<file path="config.mk">
export PLATFORM = sky130hd
export DESIGN_NAME = sram_lane_ctrl
export DESIGN_NICKNAME = d
export VERILOG_FILES = /design/src/rtl/sram_lane_pkg.sv /design/src/rtl/sram_lane_timer.sv /design/src/rtl/sram_lane_seq.sv /design/src/rtl/sram_lane_datapath.sv /design/src/rtl/sram_lane_ctrl.sv
export SDC_FILE = /design/constraint.sdc
export NUM_CORES = 1
export LEC_CHECK = 0
export ABC_AREA = 1
export CAP_MARGIN = 0
export CORE_ASPECT_RATIO = 1.5
export CORE_UTILIZATION = 54
export DETAILED_ROUTE_END_ITERATION = 10
export DONT_BUFFER_PORTS = 1
export HOLD_SLACK_MARGIN = 0.08
export PLACE_DENSITY = 0.81
export SYNTH_ARGS = -nofsm -noshare
export SYNTH_HDL_FRONTEND = slang
export SYNTH_SLANG_ARGS = --single-unit
</file>
<file path="constraint.sdc">
create_clock -name clk -period 3.2 [get_ports clk]
set_clock_uncertainty 0.1 [all_clocks]
set_input_delay 0.64 -clock clk [delete_from_list [all_inputs] [get_ports clk]]
set_output_delay 0.64 -clock clk [all_outputs]
set_load 0.005 [all_outputs]
</file>
<file path="src/rtl/sram_lane_pkg.sv">
package sram_lane_pkg;

  typedef enum logic [2:0] {
    ST_IDLE,
    ST_RD_ACC,
    ST_WR_SET,
    ST_WR_PULSE,
    ST_WR_HOLD
  } seq_state_e;

  // Whole clock cycles covering a delay, never fewer than one.
  function automatic int cycles_for(input int t_ps, input int clk_ps);
    int n;
    n = (t_ps + clk_ps - 1) / clk_ps;
    if (n < 1) n = 1;
    return n;
  endfunction

  function automatic int max3(input int a, input int b, input int c);
    int m;
    m = a;
    if (b > m) m = b;
    if (c > m) m = c;
    return m;
  endfunction

endpackage

</file>
<file path="src/rtl/sram_lane_timer.sv">
module sram_lane_timer #(
  parameter int W = 2
) (
  input  logic         clk,
  input  logic         rst_n,
  input  logic         load,
  input  logic [W-1:0] load_val,
  output logic         zero
);

  logic [W-1:0] cnt_q;
  logic [W-1:0] cnt_d;
  logic         cnt_en;

  always_comb begin
    cnt_en = load | (cnt_q != '0);
    cnt_d  = load ? load_val : (cnt_q - 1'b1);
  end

  always_ff @(posedge clk or negedge rst_n) begin
    if (!rst_n) begin
      cnt_q <= '0;
    end else if (cnt_en) begin
      cnt_q <= cnt_d;
    end
  end

  assign zero = (cnt_q == '0);

endmodule

</file>
<file path="src/rtl/sram_lane_seq.sv">
module sram_lane_seq
  import sram_lane_pkg::*;
#(
  parameter int LANES   = 2,
  parameter int CNT_W   = 2,
  parameter int ACC_CYC = 1,
  parameter int WP_CYC  = 1
) (
  input  logic             clk,
  input  logic             rst_n,
  input  logic             req_valid,
  input  logic             req_write,
  input  logic [LANES-1:0] req_be,
  input  logic             ph_zero,
  input  logic             turn_zero,
  output logic             req_ready,
  output logic             accept,
  output logic             capture,
  output logic             ph_load,
  output logic [CNT_W-1:0] ph_val,
  output logic             turn_load,
  output logic             ce_n,
  output logic             oe_n,
  output logic             we_n,
  output logic [LANES-1:0] bsel_n,
  output logic             drive
);

  seq_state_e       state_q, state_d;
  logic             ce_q, oe_q, we_q, drv_q;
  logic             ce_d, oe_d, we_d, drv_d;
  logic [LANES-1:0] bsel_q, bsel_d;

  // Next state and phase counter control
  always_comb begin
    state_d   = state_q;
    accept    = 1'b0;
    capture   = 1'b0;
    ph_load   = 1'b0;
    ph_val    = '0;
    turn_load = 1'b0;
    unique case (state_q)
      ST_IDLE: begin
        if (req_valid) begin
          accept = 1'b1;
          if (req_write) begin
            state_d = ST_WR_SET;
          end else begin
            state_d = ST_RD_ACC;
            ph_load = 1'b1;
            ph_val  = CNT_W'(ACC_CYC - 1);
          end
        end
      end
      ST_RD_ACC: begin
        if (ph_zero) begin
          capture   = 1'b1;
          turn_load = 1'b1;
          state_d   = ST_IDLE;
        end
      end
      ST_WR_SET: begin
        if (turn_zero) begin
          state_d = ST_WR_PULSE;
          ph_load = 1'b1;
          ph_val  = CNT_W'(WP_CYC - 1);
        end
      end
      ST_WR_PULSE: begin
        if (ph_zero) state_d = ST_WR_HOLD;
      end
      ST_WR_HOLD: begin
        state_d = ST_IDLE;
      end
      default: state_d = ST_IDLE;
    endcase
  end

  // Control lines decoded from the next state, registered below
  always_comb begin
    ce_d  = (state_d == ST_IDLE);
    oe_d  = (state_d != ST_RD_ACC);
    we_d  = (state_d != ST_WR_PULSE);
    drv_d = (state_d == ST_WR_PULSE) || (state_d == ST_WR_HOLD);
    if (accept) begin
      bsel_d = ~req_be;
    end else if (state_d == ST_IDLE) begin
      bsel_d = '1;
    end else begin
      bsel_d = bsel_q;
    end
  end

  always_ff @(posedge clk or negedge rst_n) begin
    if (!rst_n) begin
      state_q <= ST_IDLE;
      ce_q    <= 1'b1;
      oe_q    <= 1'b1;
      we_q    <= 1'b1;
      drv_q   <= 1'b0;
      bsel_q  <= '1;
    end else begin
      state_q <= state_d;
      ce_q    <= ce_d;
      oe_q    <= oe_d;
      we_q    <= we_d;
      drv_q   <= drv_d;
      bsel_q  <= bsel_d;
    end
  end

  assign req_ready = (state_q == ST_IDLE);
  assign ce_n      = ce_q;
  assign oe_n      = oe_q;
  assign we_n      = we_q;
  assign bsel_n    = bsel_q;
  assign drive     = drv_q;

endmodule

</file>
<file path="src/rtl/sram_lane_datapath.sv">
module sram_lane_datapath #(
  parameter int ADDR_W = 16,
  parameter int DATA_W = 16,
  parameter int LANES  = 2
) (
  input  logic              clk,
  input  logic              rst_n,
  input  logic              accept,
  input  logic              capture,
  input  logic [ADDR_W-1:0] req_addr,
  input  logic [LANES-1:0]  req_be,
  input  logic [DATA_W-1:0] req_wdata,
  input  logic [DATA_W-1:0] dq_in,
  output logic [ADDR_W-1:0] mem_addr,
  output logic [DATA_W-1:0] dq_out,
  output logic              rsp_valid,
  output logic [DATA_W-1:0] rsp_rdata
);

  localparam int LANE_W = DATA_W / LANES;

  logic [ADDR_W-1:0] addr_q;
  logic [DATA_W-1:0] wdata_q;
  logic [LANES-1:0]  be_q;
  logic [DATA_W-1:0] rdata_q, rdata_d;
  logic              rvld_q;

  // Disabled lanes read back as zero
  for (genvar g = 0; g < LANES; g++) begin : g_lane
    assign rdata_d[g*LANE_W +: LANE_W] =
      be_q[g] ? dq_in[g*LANE_W +: LANE_W] : '0;
  end

  always_ff @(posedge clk or negedge rst_n) begin
    if (!rst_n) begin
      addr_q  <= '0;
      wdata_q <= '0;
      be_q    <= '0;
    end else if (accept) begin
      addr_q  <= req_addr;
      wdata_q <= req_wdata;
      be_q    <= req_be;
    end
  end

  always_ff @(posedge clk or negedge rst_n) begin
    if (!rst_n) begin
      rdata_q <= '0;
    end else if (capture) begin
      rdata_q <= rdata_d;
    end
  end

  always_ff @(posedge clk or negedge rst_n) begin
    if (!rst_n) begin
      rvld_q <= 1'b0;
    end else begin
      rvld_q <= capture;
    end
  end

  assign mem_addr  = addr_q;
  assign dq_out    = wdata_q;
  assign rsp_valid = rvld_q;
  assign rsp_rdata = rdata_q;

endmodule

</file>
<file path="src/rtl/sram_lane_ctrl.sv">
module sram_lane_ctrl
  import sram_lane_pkg::*;
#(
  parameter int ADDR_W        = 16,
  parameter int DATA_W        = 16,
  parameter int CLK_PERIOD_PS = 20000,
  parameter int T_AA_PS       = 15000,
  parameter int T_OEA_PS      = 7000,
  parameter int T_RC_PS       = 15000,
  parameter int T_WP_PS       = 9000,
  parameter int T_AW_PS       = 9000,
  parameter int T_DW_PS       = 7000,
  parameter int T_HZ_PS       = 6000
) (
  input  logic                clk,
  input  logic                rst_n,
  input  logic                req_valid,
  output logic                req_ready,
  input  logic [ADDR_W-1:0]   req_addr,
  input  logic                req_write,
  input  logic [DATA_W/8-1:0] req_be,
  input  logic [DATA_W-1:0]   req_wdata,
  output logic                rsp_valid,
  output logic [DATA_W-1:0]   rsp_rdata,
  output logic [ADDR_W-1:0]   mem_addr,
  output logic                mem_ce_n,
  output logic                mem_oe_n,
  output logic                mem_we_n,
  output logic [DATA_W/8-1:0] mem_bsel_n,
  output logic [DATA_W-1:0]   mem_dq_out,
  output logic                mem_dq_oe,
  input  logic [DATA_W-1:0]   mem_dq_in
);

  localparam int LANES   = DATA_W / 8;
  localparam int ACC_CYC = max3(cycles_for(T_AA_PS, CLK_PERIOD_PS),
                                cycles_for(T_OEA_PS, CLK_PERIOD_PS),
                                cycles_for(T_RC_PS, CLK_PERIOD_PS));
  localparam int WP_CYC  = max3(cycles_for(T_WP_PS, CLK_PERIOD_PS),
                                cycles_for(T_AW_PS, CLK_PERIOD_PS),
                                cycles_for(T_DW_PS, CLK_PERIOD_PS));
  localparam int FLT_CYC = cycles_for(T_HZ_PS, CLK_PERIOD_PS);
  localparam int PH_MAX  = max3(ACC_CYC, WP_CYC, FLT_CYC);
  localparam int CNT_W   = $clog2(PH_MAX + 1);

  // Reset: asserted asynchronously, released on a clock edge
  logic [1:0] rst_sync_q;
  logic       rst_i_n;

  always_ff @(posedge clk or negedge rst_n) begin
    if (!rst_n) begin
      rst_sync_q <= 2'b00;
    end else begin
      rst_sync_q <= {rst_sync_q[0], 1'b1};
    end
  end

  assign rst_i_n = rst_sync_q[1];

  logic             accept, capture;
  logic             ph_load, ph_zero;
  logic [CNT_W-1:0] ph_val;
  logic             turn_load, turn_zero;

  sram_lane_seq #(
    .LANES   (LANES),
    .CNT_W   (CNT_W),
    .ACC_CYC (ACC_CYC),
    .WP_CYC  (WP_CYC)
  ) u_seq (
    .clk       (clk),
    .rst_n     (rst_i_n),
    .req_valid (req_valid),
    .req_write (req_write),
    .req_be    (req_be),
    .ph_zero   (ph_zero),
    .turn_zero (turn_zero),
    .req_ready (req_ready),
    .accept    (accept),
    .capture   (capture),
    .ph_load   (ph_load),
    .ph_val    (ph_val),
    .turn_load (turn_load),
    .ce_n      (mem_ce_n),
    .oe_n      (mem_oe_n),
    .we_n      (mem_we_n),
    .bsel_n    (mem_bsel_n),
    .drive     (mem_dq_oe)
  );

  // Phase length counter
  sram_lane_timer #(.W(CNT_W)) u_phase (
    .clk      (clk),
    .rst_n    (rst_i_n),
    .load     (ph_load),
    .load_val (ph_val),
    .zero     (ph_zero)
  );

  // Bus turnaround guard, started when a read releases output enable
  sram_lane_timer #(.W(CNT_W)) u_turn (
    .clk      (clk),
    .rst_n    (rst_i_n),
    .load     (turn_load),
    .load_val (CNT_W'(FLT_CYC)),
    .zero     (turn_zero)
  );

  sram_lane_datapath #(
    .ADDR_W (ADDR_W),
    .DATA_W (DATA_W),
    .LANES  (LANES)
  ) u_dp (
    .clk       (clk),
    .rst_n     (rst_i_n),
    .accept    (accept),
    .capture   (capture),
    .req_addr  (req_addr),
    .req_be    (req_be),
    .req_wdata (req_wdata),
    .dq_in     (mem_dq_in),
    .mem_addr  (mem_addr),
    .dq_out    (mem_dq_out),
    .rsp_valid (rsp_valid),
    .rsp_rdata (rsp_rdata)
  );

endmodule

</file>
==> impl_metrics.json <==
{
  "grtUsageTotal": 0.188,
  "fin_cells": 341,
  "drv_cap": 0,
  "vias_per_cell": 5.03,
  "die-area_sq_um": 5160,
  "grt_pass1_wl_mm": 6.98,
  "die_h_microns": 87.5,
  "power_leakage_nw": 1.46,
  "ys_ff_latch": 64,
  "final_layout_size_suffix_gt1_frac": 0.202,
  "slowest_stage": "dfrtp_1",
  "drc_errors": 0,
  "drtIter0Drc": 79,
  "dp_hpwl_mm": 3.11,
  "dp_cells": 324,
  "cp_top_family": "buffers and inverters",
  "ctsHtreeMaxLevel": 3,
  "drv_slew": 0,
  "area_growth_pct": 7.71,
  "power_density_nw_per_um2": 998,
  "synth_area_sq_um": 2630,
  "rsz0062_at_grt": "false",
  "cp_cell_sequence": "nor2_2 -> nand3_2 -> buf_4 -> inv_2 -> nand2_1 -> nand2_1 -> nand2_1",
  "initial_core_util": 0.569,
  "end_kind": "flop",
  "cts.clk_slew.worst_paths_ns": 0.07,
  "internal-power_mw": 1.80,
  "combPwrFrac": 0.242,
  "synth_top_cell_by_area": "dfrtp_1",
  "first_pass_iters": 4,
  "cts_buffer_depth": 2,
  "fin_crit_sh": 0.609,
  "status": "complete, no violations",
  "power.switching_mw": 1.03,
  "fp.coreArea_sq_um": 4620,
  "finalSetupViolCount": 0,
  "ys_types": 20,
  "relSlewSlack": 0.412,
  "swShare": 0.363,
  "ant_nets": 0,
  "crit_type": "reg2reg",
  "num_antenna_cells": 0,
  "worst_hold_slack_ns": 0.246,
  "grt_overflow": 0,
  "slowest_delay_ns": 0.45,
  "crit_fanout": 39,
  "num_rows": 30,
  "grt_max_degree": 45,
  "num-fill-cells": 387,
  "boundaryPins": 110,
  "fin_crit_ns": 1.95,
  "antenna_found_initial": 0,
  "path_common_cell": "nand2_1",
  "arrival_ns": 2.10,
  "pwr-share-seq": 0.535,
  "avgSynthCellArea_sq_um": 9.77,
  "io_buffer_count": 0,
  "wl_per_cell_microns": 13.1,
  "hp-class": "reg2reg",
  "vias": 1716,
  "fin_setup_tns_ns": 0,
  "cts_sinks": 64,
  "crit_required_ns": 3.35,
  "finalHoldViolations": 0,
  "yosysSeqAreaShare": 0.612,
  "clockPowerShare": 0.223,
  "syn_inst": 269,
  "grt_pass1_vias": 1652,
  "die_w_microns": 59.0,
  "start_kind": "flop",
  "fin_util": 0.613,
  "worst_pin_slew_ns": 0.882,
  "ir_worst_vdd_uv": 530,
  "nNetsFinal": 326,
  "synth_warnings": 0,
  "routed_wirelength_mm": 4.46,
  "yosysTopAreaCellShare": 0.562,
  "cts_made_buffers": 9,
  "crit_buf_inv": 2,
  "cts_root_buffer": "clkbuf_8",
  "fmax_ghz": 0.513,
  "synth_nets": 323,
  "worstSkewPairLatency_ns": 0.32,
  "routabilityCongestion": 0.741,
  "cts-resized-gates": 0,
  "synthTopCellsByArea": "dfrtp_1 (56%), nand2_1 (16%), nand3_2 (5.7%)",
  "cts_tree": "done"
}
==> metal layers <==
metal	vias up	wire length (microns)	global-route usage
met3	10	467	0.0951
met4	0	112	0.110
met1	773	1730	0.192
met5	-	0	0
li1	827	-	-
met2	106	2150	0.302
==> power by group through the flow <==
stage | clock, mW | sequential, mW | combinational (mW)
2_1_floorplan | 0 | 1.41 | 0.674
3_3_place_gp | 0 | 1.52 | 0.666
3_5_place_dp | 0 | 1.52 | 0.699
4_1_cts | 0.654 | 1.52 | 0.697
5_1_grt | 0.687 | 1.56 | 0.793
6_report | 0.630 | 1.51 | 0.685
==> cells in the final DEF (no fill, tap or decap) <==
cell | synthesis | routed
nand3_2 | 15 | 15
nor4_1 | 1 | 1
clkbuf_1 | 0 | 3
dfstp_2 | 5 | 5
o21ai_1 | 3 | 3
nor2_2 | 2 | 2
nand2_1 | 114 | 114
dfrtp_2 | 0 | 1
conb_1 | 2 | 2
clkbuf_8 | 0 | 9
nor3_1 | 1 | 1
inv_1 | 26 | 26
nand3_1 | 6 | 6
clkinv_2 | 0 | 3
nand3b_1 | 1 | 1
nor2_1 | 3 | 3
dlygate4sd3_1 | 0 | 1
buf_4 | 5 | 3
inv_2 | 3 | 3
o21ai_2 | 13 | 13
nand4_1 | 2 | 2
bufinv_16 | 0 | 1
dfrtp_1 | 59 | 58
nor4_4 | 1 | 1
==> cells in the mapped netlist <==
cell and number:
dfrtp_1 59, nor2_2 2, nor4_4 1, nor3_1 1, nand3_2 15, buf_4 5
nand3b_1 1, buf_6 3, nand4_1 2, buf_2 4, inv_1 26, conb_1 2
nor4_1 1, nand2_1 114, nor2_1 3, nand3_1 6, o21ai_1 3, o21ai_2 13
inv_2 3, dfstp_2 5
==> stage by stage <==
step	cell area (sq um)	total power, mW	setup WS (ns)
after global placement	2640	2.19	1.38
after CTS	2830	2.87	1.25
after floorplan	2630	2.09	1.19
after detailed placement	2640	2.22	1.29
final	2830	2.83	1.25
after global routing	2830	3.04	1.09
==> layout make-up <==
class / instances / area [sq um] / share of cell area
clock buffers: 12 / 135 / 0.0477
repair buffers: 4 / 32.5 / 0.0115
flip-flops and latches: 64 / 1610 / 0.568
well taps: 64 / 80.1 / 0.0283
inverters: 29 / 109 / 0.0384
clock inverters: 4 / 45.0 / 0.0159
multi-input cells: 164 / 821 / 0.290
==> registers in the layout, indices dropped and copies added (netlist names) <==
register        flops
u_seq.drive         1
u_phase.cnt_q       1
rst_sync_q          2
u_seq.ce_n          1
u_seq.we_n          1
u_dp.be_q           2
u_seq.state_q       3
u_turn.cnt_q        1
u_dp.mem_addr      16
u_seq.oe_n          1
u_seq.bsel_n        2
u_dp.rsp_valid      1
u_dp.dq_out        16
u_dp.rsp_rdata     16
==> worst reg2reg max path, cell delays in order (launching register included) <==
cell and delay [ns]:
dfrtp_1 0.45, nor2_2 0.22, nand3_2 0.08, buf_4 0.26, inv_2 0.43, nand2_1 0.17
nand2_1 0.11, nand2_1 0.05
==> cell families (layout without fill, tap and decap cells) <==
| family | count (synthesis) | after routing | synth area share |
|---|---|---|---|
| buf+inv | 41 | 49 | 0.0762 |
| other cells | 2 | 2 | 0.00286 |
| flops | 64 | 64 | 0.612 |
| compound gates | 16 | 16 | 0.0490 |
| simple gates | 146 | 146 | 0.260 |
==> repair_timing <==
item	4_1_cts	5_1_grt
hold buffers	1	0
endpoints found under the hold margin	2	0
buffers inserted	0	0
==> path summary, 6_finish.rpt <==
check | start | end | slack (ns) | cells after the start
setup / recovery | u_seq.state_q[2] | u_seq.bsel_n[1] | 1.25 | 7
hold / removal | rst_sync_q[0] | rst_sync_q[1] | 0.25 | 0
setup reg to reg | u_seq.state_q[2] | u_seq.bsel_n[1] | 1.25 | 7
hold reg to reg | rst_sync_q[0] | rst_sync_q[1] | 0.25 | 0
max in group asynchronous | rst_sync_q[1] | u_seq.we_n | 1.88 | 1
min in group asynchronous | rst_sync_q[1] | u_seq.state_q[2] | 0.30 | 0
Note: power is estimated with default switching activity, not from simulation.
